## src/rtl/cer_pkg.sv

```systemverilog
package cer_pkg;

    localparam int CER_REG_W      = 8;   // register data width
    localparam int CER_ECNT_W     = 3;   // error budget field width
    localparam int CER_GUARD_HALF = 27;  // 13.5 ETU in half-ETU steps
    localparam int CER_RETX_HALF  = 30;  // 15 ETU in half-ETU steps

    // Result of one character, as seen by the error logic
    typedef struct packed {
        logic done;
        logic bad;
    } char_ev_t;

    typedef enum logic {
        PROTO_T0 = 1'b0,
        PROTO_T1 = 1'b1
    } proto_e;

    // True while a further resend is still allowed
    function automatic logic budget_left(input logic [CER_ECNT_W-1:0] used,
                                         input logic [CER_ECNT_W-1:0] field);
        return used < field;
    endfunction

endpackage

```

## src/rtl/cer_rx_count.sv

```systemverilog
module cer_rx_count
    import cer_pkg::*;
#(
    parameter int ECNT_W = CER_ECNT_W
) (
    input  logic              clk,
    input  logic              rst,
    input  logic [ECNT_W-1:0] field,
    input  proto_e            proto,
    input  char_ev_t          rx_ev,
    output logic              rx_flag
);

    logic [ECNT_W-1:0] bad_cnt;
    logic              at_limit;

    assign at_limit = (bad_cnt == field);
    assign rx_flag  = rx_ev.done && rx_ev.bad && ((proto == PROTO_T1) || at_limit);

    always_ff @(posedge clk) begin
        if (rst) begin
            bad_cnt <= '0;
        end else if (rx_ev.done && proto == PROTO_T0) begin
            if (!rx_ev.bad || at_limit) begin
                bad_cnt <= '0;
            end else begin
                bad_cnt <= bad_cnt + 1'b1;
            end
        end
    end

    // a good T=0 character leaves the count at zero
    a_r2_good_clears: assert property (@(posedge clk) disable iff (rst)
        rx_ev.done && !rx_ev.bad && proto == PROTO_T0 |=> bad_cnt == '0);

endmodule

```

## src/rtl/cer_tx_retry.sv

```systemverilog
module cer_tx_retry
    import cer_pkg::*;
#(
    parameter int ECNT_W     = CER_ECNT_W,
    parameter int GUARD_HALF = CER_GUARD_HALF,
    parameter int RETX_HALF  = CER_RETX_HALF
) (
    input  logic              clk,
    input  logic              rst,
    input  logic [ECNT_W-1:0] field,
    input  proto_e            proto,
    input  logic              half_tick,
    input  logic              tx_sof,
    input  char_ev_t          tx_ev,
    output logic              tx_flag,
    output logic              retx_go,
    output logic              tx_ready
);

    localparam int GAP_W = $clog2(RETX_HALF + 1);
    localparam logic [GAP_W-1:0] GUARD_L = GAP_W'(GUARD_HALF);
    localparam logic [GAP_W-1:0] RETX_L  = GAP_W'(RETX_HALF);
    localparam logic [GAP_W-1:0] PRE_L   = GAP_W'(RETX_HALF - 1);

    logic [GAP_W-1:0]  gap;
    logic              pending;
    logic [ECNT_W-1:0] used;
    logic              nak_ev;
    logic              ack_ev;
    logic              can_retry;
    logic              go_now;

    assign nak_ev    = tx_ev.done && tx_ev.bad && proto == PROTO_T0;
    assign ack_ev    = tx_ev.done && !tx_ev.bad && proto == PROTO_T0;
    assign can_retry = budget_left(used, field);
    assign tx_flag   = nak_ev && !can_retry;
    assign go_now    = pending && !tx_sof &&
                       ((half_tick && gap == PRE_L) || gap == RETX_L);
    assign tx_ready  = (gap >= GUARD_L) && !pending;

    always_ff @(posedge clk) begin
        if (rst) begin
            gap     <= RETX_L;
            pending <= 1'b0;
            used    <= '0;
            retx_go <= 1'b0;
        end else begin
            retx_go <= go_now;
            if (tx_sof) begin
                gap <= '0;
            end else if (half_tick && gap != RETX_L) begin
                gap <= gap + 1'b1;
            end
            if (go_now) begin
                pending <= 1'b0;
            end
            if (nak_ev) begin
                if (can_retry) begin
                    pending <= 1'b1;
                    used    <= used + 1'b1;
                end else begin
                    used <= '0;
                end
            end else if (ack_ev) begin
                used <= '0;
            end
        end
    end

    // a resend pulse only ever appears at the 15 ETU point
    a_r8_go_at_retx_point: assert property (@(posedge clk) disable iff (rst)
        retx_go |-> gap == RETX_L);

    // a resend is only scheduled when a budget has been programmed
    a_r7_pending_needs_budget: assert property (@(posedge clk) disable iff (rst)
        $rose(pending) |-> $past(field) != '0);

    // the line is never offered while a resend is outstanding
    a_r9_no_ready_while_pending: assert property (@(posedge clk) disable iff (rst)
        pending |-> !tx_ready);

endmodule

```

## src/rtl/cer_status.sv

```systemverilog
module cer_status (
    input  logic clk,
    input  logic rst,
    input  logic err_ev,
    input  logic rd,
    output logic pe
);

    always_ff @(posedge clk) begin
        if (rst) begin
            pe <= 1'b0;
        end else if (err_ev) begin
            pe <= 1'b1;
        end else if (rd) begin
            pe <= 1'b0;
        end
    end

    // an error event is visible in the next cycle
    a_r3_event_sets: assert property (@(posedge clk) disable iff (rst)
        err_ev |=> pe);

    // a read with no new event clears the bit
    a_r4_read_clears: assert property (@(posedge clk) disable iff (rst)
        rd && !err_ev |=> !pe);

    // the bit only rises on an event
    a_r4_rise_needs_event: assert property (@(posedge clk) disable iff (rst)
        $rose(pe) |-> $past(err_ev));

endmodule

```

## src/rtl/card_err_retry.sv

```systemverilog
module card_err_retry
    import cer_pkg::*;
#(
    parameter int REG_W      = CER_REG_W,
    parameter int ECNT_W     = CER_ECNT_W,
    parameter int GUARD_HALF = CER_GUARD_HALF,
    parameter int RETX_HALF  = CER_RETX_HALF
) (
    input  logic             clk,
    input  logic             rst,
    input  logic             half_etu_tick,
    input  logic             proto_t1,
    input  logic             ctrl_wr,
    input  logic [REG_W-1:0] ctrl_wdata,
    input  logic             stat_rd,
    output logic [REG_W-1:0] stat_rdata,
    input  logic             rx_done,
    input  logic             rx_par_ok,
    input  logic             tx_sof,
    input  logic             tx_done,
    input  logic             tx_nak,
    output logic             retx_go,
    output logic             tx_ready,
    output logic             irq_n
);

    logic [ECNT_W-1:0] field;
    logic              ctrl_unused;
    proto_e            proto;
    char_ev_t          rx_ev;
    char_ev_t          tx_ev;
    logic              rx_flag;
    logic              tx_flag;
    logic              pe;

    assign ctrl_unused = ^ctrl_wdata[REG_W-1:ECNT_W];
    assign proto       = proto_e'(proto_t1);
    assign rx_ev       = '{done: rx_done, bad: !rx_par_ok};
    assign tx_ev       = '{done: tx_done, bad: tx_nak};

    always_ff @(posedge clk) begin
        if (rst) begin
            field <= '0;
        end else if (ctrl_wr) begin
            field <= ctrl_wdata[ECNT_W-1:0];
        end
    end

    cer_rx_count #(.ECNT_W(ECNT_W)) u_rx (
        .clk     (clk),
        .rst     (rst),
        .field   (field),
        .proto   (proto),
        .rx_ev   (rx_ev),
        .rx_flag (rx_flag)
    );

    cer_tx_retry #(
        .ECNT_W     (ECNT_W),
        .GUARD_HALF (GUARD_HALF),
        .RETX_HALF  (RETX_HALF)
    ) u_tx (
        .clk       (clk),
        .rst       (rst),
        .field     (field),
        .proto     (proto),
        .half_tick (half_etu_tick),
        .tx_sof    (tx_sof),
        .tx_ev     (tx_ev),
        .tx_flag   (tx_flag),
        .retx_go   (retx_go),
        .tx_ready  (tx_ready)
    );

    cer_status u_st (
        .clk    (clk),
        .rst    (rst),
        .err_ev (rx_flag || tx_flag),
        .rd     (stat_rd),
        .pe     (pe)
    );

    assign stat_rdata = {{(REG_W-1){1'b0}}, pe};
    assign irq_n      = !pe;

    // in T=1 the first bad character raises the status bit
    a_r6_t1_first_bad: assert property (@(posedge clk) disable iff (rst)
        rx_done && !rx_par_ok && proto_t1 |=> stat_rdata[0]);

    // in T=1 a refusal never produces a resend
    a_r6_t1_no_resend: assert property (@(posedge clk) disable iff (rst)
        tx_done && tx_nak && proto_t1 |=> !retx_go);

    // upper status bits stay zero
    a_r11_status_upper_zero: assert property (@(posedge clk) disable iff (rst)
        stat_rdata[REG_W-1:1] == '0);

endmodule

```

## config.mk

```make
export PLATFORM = sky130hd
export DESIGN_NAME = card_err_retry
export DESIGN_NICKNAME = d
export VERILOG_FILES = /design/src/rtl/cer_pkg.sv /design/src/rtl/cer_rx_count.sv /design/src/rtl/cer_tx_retry.sv /design/src/rtl/cer_status.sv /design/src/rtl/card_err_retry.sv
export SDC_FILE = /design/constraint.sdc
export NUM_CORES = 1
export LEC_CHECK = 0
export BUFFER_PORTS_ARGS = -buffer_cell sky130_fd_sc_hd__buf_4
export CAP_MARGIN = 20
export CORE_MARGIN = 4
export CORE_UTILIZATION = 45
export DETAILED_ROUTE_END_ITERATION = 6
export PLACE_DENSITY_LB_ADDON = 0.15
export SKIP_CTS_REPAIR_TIMING = 1
export SLEW_MARGIN = 25
export SYNTH_ARGS = -nofsm -noshare
export SYNTH_HDL_FRONTEND = slang
export SYNTH_SLANG_ARGS = --single-unit
```

## constraint.sdc

```tcl
create_clock -name clk -period 1.3 [get_ports clk]
set_input_delay 0.325 -clock clk [delete_from_list [all_inputs] [get_ports clk]]
set_output_delay 0.325 -clock clk [all_outputs]
set_load 0.01 [all_outputs]
```

**Yosys cells after proc, flatten, opt, wreduce, memory -nomap -nowiden**

Cells that the tools add are included.
W data, S select, Z words.

- $add $sub $neg: 3
- $lt $le $gt $ge: 2
- Equal/unequal tests: 4
- Muxes and demuxes: 11
- Bitwise operators: 1
- Reduce and logical (&&, ||, !) cells: 27

Operators with widths:

| operator | number |
|---|---|
| $logic_and A1 B1 Y1 | 13 |
| $mux W3 | 4 |
| $eq A5 B5 Y1 const B | 2 |
| $mux W5 | 2 |
| $add A3 B1 Y3 const B | 2 |
| $logic_not A1 Y1 | 6 |
| $reduce_bool A2 Y1 | 3 |
| $add A5 B1 Y5 const B | 1 |
| $ge A5 B5 Y1 const B | 1 |
| $mux W1 | 5 |
| $ne A5 B5 Y1 const B | 1 |
| $logic_or A1 B1 Y1 | 4 |
| $eq A3 B3 Y1 | 1 |
| $lt A3 B3 Y1 | 1 |
| $reduce_or A2 Y1 | 1 |
| $not A1 Y1 | 1 |

- Register bits after elaboration: 17
- Input port bits: 19
- Output and inout bits: 11
- Logic and storage cells: 56

**Longest topological paths before layout**

Gate-level depths: netlist (run 1).

- Depth in word-level cells: 7
- Depth in mapped cells: 6

**Cells and area by module**

Synthesis (run 1) repeated with hierarchy kept, for this count alone.

- Cell total of the unflattened synthesis: 113
- Area, all modules: 1031.0 um2

By module, submodules not included:

| module | times used | cells each | area each (um2) | seq. area each (um2) |
|---|---|---|---|---|
| cer_tx_retry | 1 | 66 | 584.3 | 200.2 |
| cer_rx_count | 1 | 22 | 229.0 | 60.1 |
| card_err_retry | 1 | 21 | 178.9 | 60.1 |
| cer_status | 1 | 4 | 38.8 | 20.0 |

**Worst setup path before layout (run 1)**

OpenSTA, ideal clock, no wires.

- Path type: reg-to-reg
- From: register u_tx.gap[0]
- To: register u_tx.gap[4]
- Setup time: 123 ps
- Arrival: 1294 ps
- Data required time: 1177 ps
- Setup slack: -118 ps
- Stages on the path, launching flop included: 7
- Path buffers: 0
- Cell sequence: dfxtp_1 inv_1 ha_1 nand4_1 and2_1 a311oi_1 or2_2

- Longest elaborated chain between the ends: 3
- Elaborated cells on any way between the ends: 6
- Those cells by class: add/sub (1); eq/ne (1); mux (2); reduce/logical (2)

Ends and longest elaborated chain:

| what | line | text |
|---|---|---|
| start, declared | cer_tx_retry.sv:25 | `logic [GAP_W-1:0] gap;` |
| start signal, assigned | cer_tx_retry.sv:52 | `gap <= gap + 1'b1;` |
| $add A5 B1 Y5 or $ne A5 B5 Y1 (tied branches) | cer_tx_retry.sv:52, cer_tx_retry.sv:51 |  |
| $mux W5 or $logic_and A1 B1 Y1 (tied branches) | cer_tx_retry.sv:51 | `end else if (half_tick && gap != RETX_L) begin` |
| $mux W5 or $reduce_bool A2 Y1 (tied branches) | - |  |

Parallel ways exist; a longest one is shown, timed or not. The select of a mux whose other input is x is not followed.
A chain may end at the register's enable or synchronous reset.

**Final worst setup path (run 1)**

- From: register u_tx.gap[0]
- To: output tx_ready

- Longest elaborated chain between the ends: 2

Ends and longest elaborated chain:

| what | line | text |
|---|---|---|
| $ge A5 B5 Y1 | cer_tx_retry.sv:39 | `assign tx_ready = (gap >= GUARD_L) && !pending;` |
| $logic_and A1 B1 Y1 | cer_tx_retry.sv:39 |  |
| end, declared | card_err_retry.sv:23 | `output logic tx_ready,` |

Every way passes these cells.

==> results by group, run 1 <==
Synthesis
  – Syn_area_per_cell: 8.781 µm²
  – Synthesized area: 974.7 µm²
  – FFs w/ async S/R, synth: 0
  – #FFs+latches synth: 17
  – Count of flip-flops with a built-in enable after synthesis: 0
  – Synth Flop Type: dfxtp_1
  – Post-Synthesis Cells: 111
  – Post-synthesis sequential area ratio: 0.3492
  – Synth Warn #: 0
  – Yosys cell types: 35

Critical path
  – Type of origin of the critical path: flip-flop
  – Kind of critical path: reg2out
  – Worst EP required: 980 ps
  – Critical Path AT: 1230 ps
  – CP Cell Sequence: buf_6 > a211oi_2 > nor3_2 > buf_4
  – Setup crit end kind: output port
  – R2R setup slack: -190 ps
  – Maximum fanout along the worst path: 4
  – CP max-delay cell: dfxtp_4
  – CP peak stage delay: approximately 380 ps

Outcome
  – Status: finished with violations
  – Failing checks: negative setup slack

Floorplanning
  – Die footprint: 0.002975 mm²
  – Die W: 54.54 µm
  – Initial Util: 0.4869
  – Io pins: 30
  – FP Rows: 16
  – Core area: 0.002002 mm²
  – Die height: 54.54 µm

CTS
  – Clock-pin slew on the worst setup and hold paths: 100 ps
  – Total clock sinks: 17
  – H-tree Lvls: 1
  – CTS tree: yes
  – Cts bufs inserted: 3
  – Root Driver: clkbuf_4
  – Clock buffer depth: 2
  – Clk Latency, worst-skew pair: around 290 ps

GRT
  – Grt total ovfl: 0
  – Total GRT Usage: 0.1576
  – Initial antenna violation count: 0
  – First-pass GRT wire length: between 3 and 4 mm
  – Largest net degree at the start of global routing: 18
  – Number of global-route vias before repair: 826

Timing
  – Max Fclk: 644.6 MHz
  – Fin. max-slew vios: 0
  – Worst clock skew: 5.936 ps
  – Final worst slack: -251.3 ps
  – Setup violators final: 7
  – Tcrit/Tclk final: 1.193
  – Hold violation count in the final report: 0
  – RSZ-0062 raised after global routing: true
  – Fin crit period: 1551 ps

Placement
  – Placed cells: roughly 160
  – GP Congestion: 0.8148
  – Final HPWL DP: about 1.5 mm
  – Port-buffer cells: 17

Route
  – Antenna viol nets, final: 0
  – DRC viols: 0
  – Drt first-iter violations: 16
  – DR WL/cell: 13.30 µm
  – Aggregate routed wire length: 2.261 mm
  – TritonRoute pass-1 iters: 4
  – Vias: 889
  – Via-to-Cell Ratio: 5.229

Hold path
  – HP Class: in2reg

Power
  – VDD IR max: approximately 0.59 mV
  – Leakage: between 0.5 and 0.6 nW
  – Pwr Density: just over 800 mW/mm²

Cells and area
  – Diodes inserted: 0
  – Nets: 170
  – Layout cells sized above 1: 0.4476
  – FILL cells: approximately 170
  – Most frequent cells in the layout: buf_4 (30), dfxtp_1 (11), nor2_1 (9)
  – Fin util: 0.7069
  – Fin cells: 170
  – Synthesis-to-layout area growth: 45.19%
  – Commonest non-fill, non-tap cell in the layout: buf_4

Job
  – Max_cap viols: 0
==> flip-flops by register name, indices dropped and copies added, names as in the netlist <==
| signal | cells |
|---|---|
| field | 3 |
| u_rx.bad_cnt | 3 |
| u_tx.gap | 5 |
| u_tx.pending | 1 |
| u_st.pe | 1 |
| u_tx.retx_go | 1 |
| u_tx.used | 3 |
==> report_power, final <==
| group | leakage [nW] | internal (mW) | total (mW) | switching [mW] |
|---|---|---|---|---|
| logic | 0.422 | 0.159 | 0.291 | 0.132 |
| registers | 0.142 | 0.543 | 0.577 | 0.0331 |
| clock network | 0.0150 | 0.119 | 0.291 | 0.171 |
==> per-stage QoR <==
step / area [µm²] / setup TNS, ps / setup WS, ps / power [mW] / hold slack (ps)
final: 1415 / -637.1 / -251.3 / 1.158 / 244.5
after global routing: 1415 / -1206 / -309.5 / 1.219 / 238.6
after CTS: 1207 / -786.7 / -365.6 / 1.091 / 224.4
after detailed placement: 1181 / -359.0 / -137.4 / 0.8049 / 469.9
after global placement: 1181 / -187.0 / -75.42 / 0.8013 / 470.8
after floorplan: 1012 / -4.090 / -4.090 / 0.7219 / 392.6
==> cell usage after synthesis, drive strengths merged, types with 2 or more instances <==
library cell,instances,share of area
nor2,9,0.035
nor2b,2,0.013
buf,8,0.062
inv,5,0.019
and3,2,0.013
mux2i,4,0.041
dfxtp,17,0.35
nand2b,3,0.019
o21bai,2,0.015
a22oi,2,0.015
nand4,2,0.013
a21oi,6,0.031
o21ai,3,0.015
clkbuf,2,0.0077
a311oi,3,0.027
nor3,2,0.010
nand3,5,0.026
xnor2,4,0.044
nand3b,2,0.015
a31oi,3,0.019
nand2,6,0.023
ha,7,0.090
==> critical path: cells and delay by family (launching register included) <==
family,cells,cell delay (ps)
compound gates,1,230
flops,1,380
buf+inv,2,260
simple gates,1,60
==> worst paths after layout <==
path                start           end  cells past startpoint
max reg2reg   u_tx.gap[0]   u_tx.gap[0]                      8
max           u_tx.gap[0]      tx_ready                      4
min reg2reg  u_tx.used[0]  u_tx.used[0]                      2
min                tx_sof   u_tx.gap[0]                      2
==> cells by family (layout without fill, tap and decap cells) <==
family          count (synthesis)  after routing  share of synthesized area
compound gates                 23             23                     0.1579
buf+inv                        15             41                    0.08858
flops                          17             17                     0.3492
other cells                     1              7                   0.003847
mux                             4              4                    0.04108
xor+xnor                        5              5                    0.05264
simple gates                   39             39                     0.2169
fa+ha+maj                       7              7                    0.08985
==> metal layers <==
layer  up-vias  part of all wire  wire length [µm]  track usage
met4         0            0.0097                22      0.08299
met1       413              0.44               991       0.1898
met2        26              0.49              1117       0.2629
li1        446                 -                 -            -
met5         -                 0                 0            0
met3         4             0.057               129      0.02997
==> final cells by class <==
type	instances	area, µm²	share of cell area
tap	27	33.78	0.02387
clock buffer	4	26.28	0.01857
multi-input combinational	85	728.2	0.5146
timing repair buffer	32	247.7	0.1751
inverter	5	23.77	0.01680
sequential	17	355.3	0.2511
Note: power is estimated with default switching activity, not from simulation.
==> inputs of run 2 (changes only) <==
--- a/config.mk
+++ b/config.mk
@@ -10,7 +10,7 @@
 export CORE_MARGIN = 4
 export CORE_UTILIZATION = 45
 export DETAILED_ROUTE_END_ITERATION = 6
-export PLACE_DENSITY_LB_ADDON = 0.15
+export PLACE_DENSITY = 0.74
 export SKIP_CTS_REPAIR_TIMING = 1
 export SLEW_MARGIN = 25
 export SYNTH_ARGS = -nofsm -noshare
==> run 2 against run 1 <==
The flow still finishes with violations (negative setup slack); hold slack lost 7.8 ps; register-to-register slack improved by 60 ps; sequential share of layout area down 0.22 points; cell area fell by 0.18%; core utilization decreased by 0.13 points; first-iteration DRC count grew 6.3%; total power grew 2.4%; cell count unchanged; highest routed layer unchanged.
==> results by group, run 2 (synthesis results as in run 1) <==
Outcome
  – Status: finished with violations
  – Failing checks: negative setup slack

CTS
  – H-tree Lvls: 1
  – Clk Latency, worst-skew pair: 300 ps
  – Clock buffer depth: 2
  – Cts bufs inserted: 3
  – Root Driver: clkbuf_4
  – CTS tree: yes
  – Total clock sinks: 17
  – Clock-pin slew on the worst setup and hold paths: 100 ps

Critical path
  – Setup crit end kind: output port
  – Critical Path AT: approximately 1200 ps
  – Maximum fanout along the worst path: 4
  – CP Cell Sequence: buf_6 > a211oi_2 > nor3_1 > buf_4
  – Kind of critical path: reg2out
  – Type of origin of the critical path: flip-flop
  – CP delay by family, top: flip-flops
  – CP peak stage delay: 370 ps
  – CP max-delay cell: dfxtp_4
  – Buf+Inv Stages, Crit Path: 2
  – Worst EP required: 980 ps

Timing
  – Setup violators final: 8
  – Tcrit/Tclk final: 1.179
  – Fin crit period: 1533 ps
  – Setup TNS: -734.3 ps
  – Hold violation count in the final report: 0
  – Final worst slack: -232.8 ps
  – Worst clock skew: 8.442 ps
  – RSZ-0062 raised after global routing: true
  – Worst Hold Slack: 236.6 ps
  – Max Fclk: roughly 650 MHz
  – Fin. max-slew vios: 0

Placement
  – Setup Slack @ Placement: -135.2 ps
  – Post-DP Area: 0.001181 mm²
  – Placed cells: roughly 160
  – Final HPWL DP: about 1.5 mm
  – Port-buffer cells: 17
  – GP Congestion: around 0.86

Power
  – Leakage: a little under 0.6 nW
  – Pwr Density: 838.9 mW/mm²
  – Overall power: 1.185 mW
  – VDD IR max: 0.5805 mV

Cells and area
  – Diodes inserted: 0
  – Synthesis-to-layout area growth: 44.93%
  – Most frequent cells in the layout: buf_4 (28), dfxtp_1 (12), nor2_1 (9)
  – Commonest non-fill, non-tap cell in the layout: buf_4
  – Design area: 0.001413 mm²
  – Layout cells sized above 1: 0.4476
  – Nets: 170
  – Fin cells: between 150 and 200
  – Max FFs per register: 5
  – Fin util: 0.7056
  – Largest Register: u_tx.gap

Floorplanning
  – Core area: 0.002002 mm²
  – Io pins: 30
  – Initial Util: 0.4869
  – Die W: 54.54 µm
  – Die footprint: approximately 0.0030 mm²
  – FP Rows: 16
  – Die height: 54.54 µm

Route
  – Drt first-iter violations: 17
  – Aggregate routed wire length: around 2.5 mm
  – Vias: 905
  – Antenna viol nets, final: 0
  – DRC viols: 0
  – TritonRoute pass-1 iters: 4
  – Via-to-Cell Ratio: roughly 5.3
  – DR WL/cell: 14.83 µm

GRT
  – Number of global-route vias before repair: 718
  – Initial antenna violation count: 0
  – Grt total ovfl: 0
  – Total GRT Usage: 0.1414
  – Largest net degree at the start of global routing: 18
  – First-pass GRT wire length: ~3.0 mm

Hold path
  – HP Class: in2reg

Job
  – Max_cap viols: 0
run 2: worst paths after layout:
check                from           end  slack [ps]  depth (start not counted)
min                tx_sof   u_tx.gap[0]         240                          2
max reg2reg      field[1]       u_st.pe        -130                          5
min reg2reg  u_tx.used[1]  u_tx.used[1]         510                          2
max           u_tx.gap[0]      tx_ready        -230                          4
run 2: area by class of cell:
cell class	instances	area (µm²)
clock buffer	4	26.28
tap	27	33.78
multi-input combinational	85	724.4
timing repair buffer	32	255.2
fill	159	589.3
sequential	17	351.6
inverter	5	21.27
run 2: power by group:
| part | internal, mW | leakage, nW | switching [mW] |
|---|---|---|---|
| logic | 0.163 | 0.426 | 0.144 |
| registers | 0.544 | 0.142 | 0.0285 |
| clock network | 0.119 | 0.0150 | 0.186 |
| total | 0.826 | 0.583 | 0.359 |
run 2: per-layer routing:
metal	track usage	part of all wire	vias up
met5	0	0	-
met1	0.1841	0.43	418
met3	0.02997	0.064	6
met4	0.09544	0.022	0
li1	-	-	445
met2	0.2072	0.48	36
